**src/rtl/dtlbchk_pkg.sv**
```systemverilog
package dtlbchk_pkg;

    typedef enum logic [2:0] {
        FC_NONE     = 3'd0,
        FC_ALIGN    = 3'd1,
        FC_PAGE     = 3'd2,
        FC_ACV      = 3'd3,
        FC_MISS     = 3'd4,
        FC_PTE_MISS = 3'd5
    } fclass_e;

    typedef enum logic {
        ST_IDLE   = 1'b0,
        ST_REPORT = 1'b1
    } state_e;

    localparam int FLAG_W   = 6;
    localparam int FL_WR    = 0;
    localparam int FL_ACV   = 1;
    localparam int FL_FONR  = 2;
    localparam int FL_FONW  = 3;
    localparam int FL_MISS  = 4;
    localparam int FL_BADVA = 5;

    localparam logic [1:0] MODE_KERNEL = 2'd0;

    function automatic logic [15:0] vector_of(fclass_e c);
        logic [15:0] v;
        unique case (c)
            FC_ALIGN:    v = 16'h0301;
            FC_ACV:      v = 16'h0381;
            FC_PAGE:     v = 16'h0281;
            FC_MISS:     v = 16'h0201;
            FC_PTE_MISS: v = 16'h0101;
            default:     v = 16'h0000;
        endcase
        return v;
    endfunction

endpackage

```
**src/rtl/dtlbchk_judge.sv**
```systemverilog
module dtlbchk_judge
    import dtlbchk_pkg::*;
#(
    parameter int VA_W       = 64,
    parameter int VALID_BITS = 43,
    parameter int PA_W       = 44,
    parameter int PG_SHIFT   = 13,
    parameter int MODE_W     = 2,
    localparam int PFN_W     = PA_W - PG_SHIFT,
    localparam int NMODE     = 1 << MODE_W
) (
    input  logic [VA_W-1:0]   va,
    input  logic [3:0]        size,
    input  logic              wr,
    input  logic [MODE_W-1:0] mode,
    input  logic              sp,
    input  logic              hit,
    input  logic [PFN_W-1:0]  pfn,
    input  logic [NMODE-1:0]  re,
    input  logic [NMODE-1:0]  we,
    input  logic              fonr,
    input  logic              fonw,
    input  logic              pte_load,
    output fclass_e           cls,
    output logic [FLAG_W-1:0] flags,
    output logic [PA_W-1:0]   paddr
);
    logic va_ok;
    logic misaligned;

    assign va_ok      = (&va[VA_W-1:VALID_BITS-1]) | ~(|va[VA_W-1:VALID_BITS-1]);
    assign misaligned = |(va[3:0] & (size - 4'd1));

    always_comb begin
        cls   = FC_NONE;
        flags = '0;
        paddr = '0;
        if (misaligned) begin
            cls          = FC_ALIGN;
            flags[FL_WR] = wr;
        end else if (!va_ok) begin
            cls             = FC_PAGE;
            flags[FL_WR]    = wr;
            flags[FL_ACV]   = 1'b1;
            flags[FL_BADVA] = 1'b1;
        end else if (sp) begin
            if (mode != MODE_KERNEL) begin
                cls           = FC_ACV;
                flags[FL_WR]  = wr;
                flags[FL_ACV] = 1'b1;
            end else begin
                paddr = va[PA_W-1:0];
            end
        end else if (!hit) begin
            cls            = pte_load ? FC_PTE_MISS : FC_MISS;
            flags[FL_WR]   = wr;
            flags[FL_MISS] = 1'b1;
        end else if (wr) begin
            if (!we[mode]) begin
                cls            = FC_PAGE;
                flags[FL_WR]   = 1'b1;
                flags[FL_ACV]  = 1'b1;
                flags[FL_FONW] = fonw;
            end else if (fonw) begin
                cls            = FC_PAGE;
                flags[FL_WR]   = 1'b1;
                flags[FL_FONW] = 1'b1;
            end else begin
                paddr = {pfn, va[PG_SHIFT-1:0]};
            end
        end else begin
            if (!re[mode]) begin
                cls            = FC_ACV;
                flags[FL_ACV]  = 1'b1;
                flags[FL_FONR] = fonr;
            end else if (fonr) begin
                cls            = FC_PAGE;
                flags[FL_FONR] = 1'b1;
            end else begin
                paddr = {pfn, va[PG_SHIFT-1:0]};
            end
        end
    end
endmodule

```
**src/rtl/dtlbchk_capture.sv**
```systemverilog
module dtlbchk_capture
    import dtlbchk_pkg::*;
#(
    parameter int VA_W     = 64,
    parameter int PG_SHIFT = 13,
    localparam int STAT_W  = 17
) (
    input  logic              clk,
    input  logic              rst_n,
    input  logic              cap_en,
    input  logic [VA_W-1:0]   va,
    input  logic [5:0]        opcode,
    input  logic [4:0]        ra,
    input  logic [FLAG_W-1:0] flags,
    input  logic [VA_W-1:0]   vptbr,
    output logic [VA_W-1:0]   fault_va,
    output logic [STAT_W-1:0] fault_stat,
    output logic [VA_W-1:0]   fault_vform
);
    logic [VA_W-1:0] vpn;
    assign vpn = va >> PG_SHIFT;

    always_ff @(posedge clk) begin
        if (!rst_n) begin
            fault_va    <= '0;
            fault_stat  <= '0;
            fault_vform <= '0;
        end else if (cap_en) begin
            fault_va    <= va;
            fault_stat  <= ({11'd0, opcode} << 11) | ({12'd0, ra} << 6) | {11'd0, flags};
            fault_vform <= vptbr | (vpn << 3);
        end
    end

    // without a capture request the registers keep their value
    p_hold_r11: assert property (@(posedge clk) disable iff (!rst_n)
        !cap_en |=> ($stable(fault_va) && $stable(fault_stat) && $stable(fault_vform)));

    // a capture records the address presented
    p_take_va_r10: assert property (@(posedge clk) disable iff (!rst_n)
        cap_en |=> (fault_va == $past(va)));
endmodule

```
**src/rtl/dtlbchk_counters.sv**
```systemverilog
module dtlbchk_counters #(
    parameter int NCNT  = 4,
    parameter int CNT_W = 16
) (
    input  logic                       clk,
    input  logic                       rst_n,
    input  logic [NCNT-1:0]            inc,
    output logic [NCNT-1:0][CNT_W-1:0] cnt
);
    for (genvar g = 0; g < NCNT; g++) begin : g_cnt
        always_ff @(posedge clk) begin
            if (!rst_n)
                cnt[g] <= '0;
            else if (inc[g])
                cnt[g] <= cnt[g] + 1'b1;
        end

        // a counter moves only on its own event
        p_cnt_hold_r13: assert property (@(posedge clk) disable iff (!rst_n)
            !inc[g] |=> $stable(cnt[g]));
    end
endmodule

```
**src/rtl/dtlbchk_top.sv**
```systemverilog
module dtlbchk_top
    import dtlbchk_pkg::*;
#(
    parameter int VA_W       = 64,
    parameter int VALID_BITS = 43,
    parameter int PA_W       = 44,
    parameter int PAGE_BYTES = 8192,
    parameter int CNT_W      = 16,
    localparam int PG_SHIFT  = $clog2(PAGE_BYTES),
    localparam int PFN_W     = PA_W - PG_SHIFT,
    localparam int MODE_W    = 2,
    localparam int NMODE     = 1 << MODE_W
) (
    input  logic              clk,
    input  logic              rst_n,
    input  logic              req_i,
    input  logic [VA_W-1:0]   va_i,
    input  logic [3:0]        size_i,
    input  logic              write_i,
    input  logic [MODE_W-1:0] mode_i,
    input  logic              superpage_i,
    input  logic              hit_i,
    input  logic [PFN_W-1:0]  pfn_i,
    input  logic [NMODE-1:0]  rd_en_i,
    input  logic [NMODE-1:0]  wr_en_i,
    input  logic              fonr_i,
    input  logic              fonw_i,
    input  logic [5:0]        opcode_i,
    input  logic [4:0]        ra_i,
    input  logic              pte_load_i,
    input  logic              no_fault_i,
    input  logic              spec_i,
    input  logic [VA_W-1:0]   vptbr_i,
    output logic              rsp_valid_o,
    output logic [2:0]        fclass_o,
    output logic [5:0]        fflags_o,
    output logic [15:0]       vector_o,
    output logic [PA_W-1:0]   paddr_o,
    output logic [VA_W-1:0]   fault_va_o,
    output logic [16:0]       fault_stat_o,
    output logic [VA_W-1:0]   fault_vform_o,
    output logic [CNT_W-1:0]  rd_acv_cnt_o,
    output logic [CNT_W-1:0]  wr_acv_cnt_o,
    output logic [CNT_W-1:0]  rd_miss_cnt_o,
    output logic [CNT_W-1:0]  wr_miss_cnt_o
);
    state_e            state_q, state_d;
    fclass_e           cls, cls_q;
    logic [FLAG_W-1:0] flags, flags_q;
    logic [PA_W-1:0]   paddr, paddr_q;
    logic              accept;
    logic              cap_en;
    logic              is_viol, is_miss;
    logic [3:0]        inc;
    logic [3:0][CNT_W-1:0] cnt;

    dtlbchk_judge #(
        .VA_W(VA_W), .VALID_BITS(VALID_BITS), .PA_W(PA_W),
        .PG_SHIFT(PG_SHIFT), .MODE_W(MODE_W)
    ) judge_i (
        .va(va_i), .size(size_i), .wr(write_i), .mode(mode_i),
        .sp(superpage_i), .hit(hit_i), .pfn(pfn_i),
        .re(rd_en_i), .we(wr_en_i), .fonr(fonr_i), .fonw(fonw_i),
        .pte_load(pte_load_i), .cls(cls), .flags(flags), .paddr(paddr)
    );

    // next-state logic: ACCEPT and RETIRE
    always_comb begin
        state_d = state_q;
        unique case (state_q)
            ST_IDLE:   if (req_i) state_d = ST_REPORT;
            ST_REPORT: state_d = ST_IDLE;
            default:   state_d = ST_IDLE;
        endcase
    end

    always_ff @(posedge clk) begin
        if (!rst_n) state_q <= ST_IDLE;
        else        state_q <= state_d;
    end

    assign accept = (state_q == ST_IDLE) && req_i;

    // result registers
    always_ff @(posedge clk) begin
        if (!rst_n) begin
            cls_q   <= FC_NONE;
            flags_q <= '0;
            paddr_q <= '0;
        end else if (accept) begin
            cls_q   <= cls;
            flags_q <= flags;
            paddr_q <= paddr;
        end
    end

    assign rsp_valid_o = (state_q == ST_REPORT);
    assign fclass_o    = cls_q;
    assign fflags_o    = flags_q;
    assign vector_o    = vector_of(cls_q);
    assign paddr_o     = paddr_q;

    assign cap_en = accept && (cls != FC_NONE) && !spec_i && !pte_load_i && !no_fault_i;

    dtlbchk_capture #(.VA_W(VA_W), .PG_SHIFT(PG_SHIFT)) capture_i (
        .clk(clk), .rst_n(rst_n), .cap_en(cap_en), .va(va_i),
        .opcode(opcode_i), .ra(ra_i), .flags(flags), .vptbr(vptbr_i),
        .fault_va(fault_va_o), .fault_stat(fault_stat_o), .fault_vform(fault_vform_o)
    );

    assign is_viol = (cls == FC_PAGE) || (cls == FC_ACV);
    assign is_miss = (cls == FC_MISS) || (cls == FC_PTE_MISS);
    assign inc = {accept & is_miss & write_i, accept & is_miss & ~write_i,
                  accept & is_viol & write_i, accept & is_viol & ~write_i};

    dtlbchk_counters #(.NCNT(4), .CNT_W(CNT_W)) counters_i (
        .clk(clk), .rst_n(rst_n), .inc(inc), .cnt(cnt)
    );

    assign rd_acv_cnt_o  = cnt[0];
    assign wr_acv_cnt_o  = cnt[1];
    assign rd_miss_cnt_o = cnt[2];
    assign wr_miss_cnt_o = cnt[3];

    p_one_cycle_r2: assert property (@(posedge clk) disable iff (!rst_n)
        rsp_valid_o |=> !rsp_valid_o);

    p_accept_r2: assert property (@(posedge clk) disable iff (!rst_n)
        (req_i && !rsp_valid_o) |=> rsp_valid_o);

    p_align_vec_r12: assert property (@(posedge clk) disable iff (!rst_n)
        (rsp_valid_o && fclass_o == 3'd1) |-> (vector_o == 16'h0301));

    p_acv_vec_r12: assert property (@(posedge clk) disable iff (!rst_n)
        (rsp_valid_o && fclass_o == 3'd3) |-> (vector_o == 16'h0381));

    p_align_flags_r3: assert property (@(posedge clk) disable iff (!rst_n)
        (rsp_valid_o && fclass_o == 3'd1) |-> (fflags_o[5:1] == 5'd0));

    p_fault_nopa_r9: assert property (@(posedge clk) disable iff (!rst_n)
        (rsp_valid_o && fclass_o != 3'd0) |-> (paddr_o == '0));

    p_miss_flag_r6: assert property (@(posedge clk) disable iff (!rst_n)
        (rsp_valid_o && (fclass_o == 3'd4 || fclass_o == 3'd5)) |-> fflags_o[4]);
endmodule

```
**config.mk**
```make
export PLATFORM = sky130hd
export DESIGN_NAME = dtlbchk_top
export DESIGN_NICKNAME = d
export VERILOG_FILES = /design/src/rtl/dtlbchk_pkg.sv /design/src/rtl/dtlbchk_judge.sv /design/src/rtl/dtlbchk_capture.sv /design/src/rtl/dtlbchk_counters.sv /design/src/rtl/dtlbchk_top.sv
export SDC_FILE = /design/constraint.sdc
export NUM_CORES = 1
export LEC_CHECK = 0
export CORE_MARGIN = 2
export CORE_UTILIZATION = 35
export DETAILED_ROUTE_END_ITERATION = 8
export DONT_BUFFER_PORTS = 1
export MAX_ROUTING_LAYER = met4
export PLACE_DENSITY = 0.47
export SLEW_MARGIN = 5
export SYNTH_ARGS = -nofsm -noshare
export SYNTH_HDL_FRONTEND = slang
export SYNTH_HIERARCHICAL = 1
export SYNTH_SLANG_ARGS = --single-unit
```
**constraint.sdc**
```tcl
create_clock -name clk -period 5.35 [get_ports clk]
set_clock_uncertainty 0.15 [all_clocks]
set_input_delay 0.535 -clock clk [delete_from_list [all_inputs] [get_ports clk]]
set_output_delay 0.535 -clock clk [all_outputs]
set_load 0.03 [all_outputs]
```
==> results of run 1 <==
Yosys cell counts (13+ instances only):
master	number	area share [%]
dfxtp_1	263	44
nand2_1	140	4.4
mux2i_1	138	12
nor2_1	102	3.2
nor2b_1	96	5.0
a21oi_1	62	2.6
o21ai_0	59	2.5
a21boi_1	40	2.5
clkbuf_1	27	0.85
nand4_1	25	1.3
nor4_2	25	2.6
buf_4	23	1.4
buf_6	23	2.2
xnor2_1	22	1.6
xor2_1	22	1.6
nor4_1	21	1.1
inv_1	15	0.47
a21boi_0	14	0.88
nand3_1	14	0.58
nor3_1	14	0.58
nor4b_2	13	1.6
report_power, final:
part           internal [mW]  switching (mW)  total (mW)
clock                   1.24           0.838        2.07
combinational          0.151           0.195       0.346
sequential              1.99          0.0801        2.07
total                   3.37            1.11        4.49
worst max-delay path, cell delays in order:
cell,delay (ns)
inv_1,0.04
ha_1,0.28
inv_1,0.04
a222oi_1,0.58
nand2_4,0.13
buf_4,0.42
o21bai_1,0.33
o311a_4,0.43
buf_12,0.20
mux2i_1,0.29
nor2b_1,0.06
dlygate4sd3_1,0.54
registers in the layout (all words and copies together), names as in the netlist:
name	flops
fclass_o	3
rsp_valid_o	1
capture_i/fault_stat	17
fflags_o	6
capture_i/fault_vform	64
capture_i/fault_va	64
counters_i/cnt	64
paddr_o	44
cells in the final DEF (no fill, tap or decap), drive strengths merged, types with 3 or more instances in the layout:
| cell type | instances |
|---|---|
| xnor2 | 22 |
| nor2 | 102 |
| or3 | 8 |
| dfxtp | 263 |
| o21ai | 60 |
| o31a | 3 |
| or4 | 3 |
| inv | 17 |
| and3 | 6 |
| o21a | 3 |
| nand4 | 27 |
| nor4b | 16 |
| nand2b | 10 |
| nor3 | 14 |
| clkinv | 6 |
| nor2b | 96 |
| mux2i | 138 |
| xor2 | 22 |
| nand3 | 14 |
| nor4 | 50 |
| buf | 14 |
| nand2 | 141 |
| and4 | 6 |
| a21boi | 54 |
| diode | 3 |
| nor3b | 3 |
| conb | 12 |
| dlygate4sd3 | 136 |
| a21oi | 62 |
| clkbuf | 49 |
| ha | 5 |
kinds of logic after synthesis:
kind of cell	share of synthesized area, %
mux	12.0
fa+ha+maj	0.522
simple gates	24.0
buf+inv	6.62
xor+xnor	3.22
other cells	0.0313
compound gates	9.72
flops	43.9
layer usage:
metal  routed length, um  global-route usage [%]  up-vias
li1                    -                       -     4534
met1               15500                    24.7     4566
met2               18400                    35.2      392
met3                3620                    6.95       91
met4                1450                    8.05        0
met5                   0                       -        -
stage by stage:
step	power, mW	area (um^2)	instances	hold WS [ns]
2_1_floorplan	2.33	12000	1269	0.429
3_3_place_gp	2.34	12000	1630	0.449
3_5_place_dp	2.34	12000	1630	0.452
4_1_cts	4.56	14400	1824	0.000330
5_1_grt	4.66	14400	1825	0.0208
6_report	4.49	14500	1827	0.0269
cell type report:
class | count | share of cell area [%]
clock inverters | 7 | 0.294
repair buffers | 150 | 10.6
clock buffers | 49 | 6.74
diodes | 3 | 0.0520
flip-flops and latches | 263 | 36.4
inverters | 16 | 0.416
multi-input cells | 891 | 41.6
well taps | 448 | 3.88
worst paths after layout:
path,endpoint,cells past startpoint
worst max-delay path,capture_i/fault_va[23]$_SDFFE_PN0P_,12
worst min-delay path,capture_i/fault_va[25]$_SDFFE_PN0P_,2
worst max register to register,capture_i/fault_va[23]$_SDFFE_PN0P_,7
worst min register to register,paddr_o[16]$_SDFFE_PN0N_,2
repair_timing:
action	4_1_cts	5_1_grt
endpoints found under the hold margin	176	0
hold buffers	138	0
buffers inserted	0	0
==> metrics.cfg, run 1 <==
[layout]
area_growth_pct = 20.6
drive_gt1_share_pct = 9.01
fillCellCount = 3247
utilization_pct = 43.0
regArea_um2 = 5270
final_nets = 1553
multi_input_area_um2 = 6010

[sta]
slew_headroom_pct = 35.1
max_freq_ghz = 0.263
tns_ns = 0
post-route-period-util_pct = 71.1
fin_ws_ns = 1.55
slew_viol_final = 0
finalHoldViolCount = 0
rsz0062_at_grt = no
setup_viol = 0
worstMarginPinSlew_ns = 0.972
finalCriticalPeriod_ns = 3.80

[worst_setup_path]
critPathLaunch = size_i[0]
timing.rr.start = rsp_valid_o$_SDFF_PP0_
arrival_ns = 4.09
worstSetupPathType = in -> reg
endpoint_kind = flop
crit_fanout = 123
reg2reg_slack_ns = 1.98
startpoint_type = input port
critPathRequiredTime_ns = 5.64

[cts]
clk_transition_reported_paths_ns = 0.06
cts_buffer_depth = 3
clkSinkCount = 263
post_cts_resized = 0
cts_buffers = 31
cts_tree = built
cts_root_buffer = clkbuf_16
clock_latency_ns = 0.56
cts_max_level = 1

[floorplan]
die_h_um = 189
design.core.area_um2 = 33600
die-area_um2 = 35700
ios = 474
initial_core_util_pct = 35.6
die_width_um = 189
rows = 67

[routing]
ant_nets = 0
drt_iter0_markers = 454
firstDrtPassIters = 6
vias = 9583
drc = 0
avgRoutedWirePerCell_um = 21.3
routed_wl_um = 38900
via_per_inst = 5.25

[yosys]
synth_seq_cells = 263
synth_edf_count = 0
synth-warning-count = 6
async_flop_share_pct = 0
syn_area_um2 = 12000
syn_inst = 1258
yosysSeqAreaShare_pct = 43.9
synthDistinctLibCells = 57
ys.flop_type = dfxtp_1
syn_area_per_cell_um2 = 9.52

[place]
place_ws_ns = 1.28
hpwl_um = 24800
gp_congestion = 0.831
portBuffers = 0

[power_and_ir_drop]
power.leakage_nw = 4.95
powerDensity_nw_per_um2 = 310
vdd_ir_drop_max_v = 0.000230

[grt]
grt_pass1_wl_um = 58700
grt-ovfl-total = 0
grt_max_degree = 171
track_usage_pct = 21.6
first_global_vias = 9626
antenna_found_initial = 2

[min_path]
worstHoldStart = va_i[25]
hp-class = in -> reg

[outcome]
outcome = complete, no violations

[run]
drv_cap = 0

No activity file was read; power rests on OpenSTA's default activity.
==> run 2, diff against run 1 <==
--- a/config.mk
+++ b/config.mk
@@ -10,7 +10,7 @@
 export DETAILED_ROUTE_END_ITERATION = 8
 export DONT_BUFFER_PORTS = 1
 export MAX_ROUTING_LAYER = met4
-export PLACE_DENSITY = 0.47
+export PLACE_DENSITY = 0.49
 export SLEW_MARGIN = 5
 export SYNTH_ARGS = -nofsm -noshare
 export SYNTH_HDL_FRONTEND = slang
==> constraint.sdc (replaced) <==
create_clock -name clk -period 3.4 [get_ports clk]
set_clock_uncertainty 0.15 [all_clocks]
set_input_delay 0.34 -clock clk [delete_from_list [all_inputs] [get_ports clk]]
set_output_delay 0.34 -clock clk [all_outputs]
set_load 0.03 [all_outputs]
==> metrics.cfg, run 2 (synthesized netlist as in run 1, its figures left out) <==
[min_path]
hp-class = in -> reg

[sta]
fin_ws_ns = 0.156  ; -1.39 ns
worstMarginPinSlew_ns = 0.981  ; +0.00911 ns
slew_viol_final = 0  ; unchanged
slew_headroom_pct = 34.0  ; -1.1 points
rsz0062_at_grt = no
post-route-period-util_pct = 95.4
setup_viol = 0  ; unchanged
tns_ns = 0  ; unchanged
max_freq_ghz = 0.308
finalCriticalPeriod_ns = 3.24
finalHoldViolCount = 0  ; unchanged
whs_ns = 0.0134  ; -0.0135 ns

[cts]
cts_buffers = 31  ; unchanged
clock_latency_ns = 0.57  ; about the same
clkSinkCount = 263  ; unchanged
clk_transition_reported_paths_ns = 0.06  ; about the same
postCtsSetupRepairBufs = 0  ; unchanged
cts_tree = built
cts_root_buffer = clkbuf_16
cts_buffer_depth = 3  ; unchanged
cts_max_level = 1  ; unchanged

[power_and_ir_drop]
vdd_ir_drop_max_v = 0.000410  ; +78%
power.leakage_nw = 5.36  ; +8.3%
powerDensity_nw_per_um2 = 468  ; +51%
finalPower_mw = 7.16  ; +60%

[worst_setup_path]
endpoint_kind = flop
worstSetupPathType = in -> reg
crit_fanout = 48  ; -61%
critPathRequiredTime_ns = 3.69  ; -1.95 ns
cp_cell_sequence = inv_1 -> ha_1 -> inv_1 -> a222oi_1 -> buf_4 -> nand2_4 -> buf_4 -> o21bai_1 -> o311a_4 -> buf_16 -> mux2i_1 -> nor2b_1 -> dlygate4sd3_1
cpMaxStageDelayCell = dlygate4sd3_1
startpoint_type = input port
slowest_delay_ns = 0.54  ; -0.04 ns
arrival_ns = 3.53  ; -0.56 ns

[grt]
grt_util_met2_pct = 35.2  ; -0.070 points
met1_usage_pct = 23.9  ; -0.73 points
grt-ovfl-total = 0  ; unchanged
grt_pass1_wl_um = 57800  ; -1.4%
first_global_vias = 9772  ; +1.5%
track_usage_pct = 21.1  ; -0.45 points
grt_max_degree = 217  ; +27%
grt_use_met3_pct = 6.73  ; -0.22 points
antenna_found_initial = 1  ; -1
grt.busiest_layer = met2

[layout]
utilization_pct = 45.6  ; +2.6 points
area_growth_pct = 27.8
post-route-cell-area_um2 = 15300  ; +6.0%
reg_top3 = capture_i/fault_va: 64 flops, capture_i/fault_vform: 64 flops, counters_i/cnt: 64 flops
final_nets = 1642  ; +5.7%
fillCellCount = 3192  ; -1.7%
final_cell_mix = 263 x dfxtp_1, 202 x dlygate4sd3_1, 140 x nand2_1, 138 x mux2i_1, 102 x nor2_1
drive_gt1_share_pct = 10.1  ; +1.1 points
mostFrequentLayoutCell = dfxtp_1
stdcell_count = 1914  ; +4.8%

[place]
placed_cells = 1653  ; +1.4%
hpwl_um = 25300  ; +2.0%
gp_congestion = 0.811  ; -2.4%
place_area_um2 = 12200  ; +1.7%
place_ws_ns = -0.278  ; -1.56 ns
portBuffers = 0  ; unchanged

[floorplan]
die_width_um = 189  ; unchanged
die_h_um = 189  ; unchanged
ios = 474  ; unchanged
rows = 67  ; unchanged
die-area_um2 = 35700  ; unchanged
design.core.area_um2 = 33600  ; unchanged
initial_core_util_pct = 35.6  ; unchanged

[routing]
via_per_inst = 5.13  ; -2.1%
vias = 9827  ; +2.5%
drc = 0  ; unchanged
routed_wl_um = 39100  ; +0.39%
ant_nets = 0  ; unchanged
avgRoutedWirePerCell_um = 20.4  ; -4.2%
firstDrtPassIters = 7  ; +1
drt_iter0_markers = 454  ; unchanged

[run]
drv_cap = 0  ; unchanged

[outcome]
outcome = complete, no violations

-- run 2: changes by cell type in the layout (fill, tap and decap cells not counted), moves of 2 or more --
cell,delta
dlygate4sd3_1,+66
clkbuf_8,-4
diode_2,-2
clkinv_2,+2
buf_4,+21
-- run 2: routing by layer --
metal  wire length [um]  up-vias  share of wire (%)
met4               1390        0                3.5
li1                   -     4710                  -
met3               3270       82                8.4
met5                  0        -                  0
met2              18400      381                 47
met1              16000     4654                 41
-- run 2: timing repair --
| action | CTS | global route |
|---|---|---|
| resized for setup | 0 | 2 |
| endpoints found under the setup margin | 0 | 1 |
| hold buffers | 203 | 0 |
| endpoints found under the hold margin | 208 | 0 |
-- run 2: area by class of cell --
type / count / area (um^2) / share of cell area (%)
antenna: 1 / 2.50 / 0.0163
clock buffer: 45 / 918 / 6.00
clock inverter: 11 / 91.3 / 0.596
inverter: 16 / 60.1 / 0.392
multi-input combinational: 891 / 6020 / 39.3
sequential: 263 / 5270 / 34.4
tap: 448 / 561 / 3.66
timing repair buffer: 239 / 2390 / 15.6
-- run 2: critical path, delay by kind of cell --
family,cells,cell delay (ns)
AND/OR/NAND/NOR,2,0.13
multiplexers,1,0.20
AO/OA/AOI/OAI,3,1.20
buffers and inverters,6,1.30
adder cells (fa/ha/maj),1,0.26
-- run 2: worst paths after layout --
path	startpoint	end	slack, ns	cells past startpoint
max	size_i[0]	capture_i/fault_va[20]$_SDFFE_PN0P_	0.16	13
min	pfn_i[13]	paddr_o[26]$_SDFFE_PN0N_	0.01	4
min reg2reg	paddr_o[11]$_SDFFE_PN0N_	paddr_o[11]$_SDFFE_PN0N_	0.47	2
max reg2reg	rsp_valid_o$_SDFF_PP0_	counters_i/cnt[14]$_SDFFE_PN0P_	0.63	7
-- run 2: report_power, final --
part / total (mW) / internal (mW) / switching (mW)
Combinational: 0.632 / 0.301 / 0.331
Sequential: 3.25 / 3.13 / 0.125
Clock: 3.28 / 1.94 / 1.34
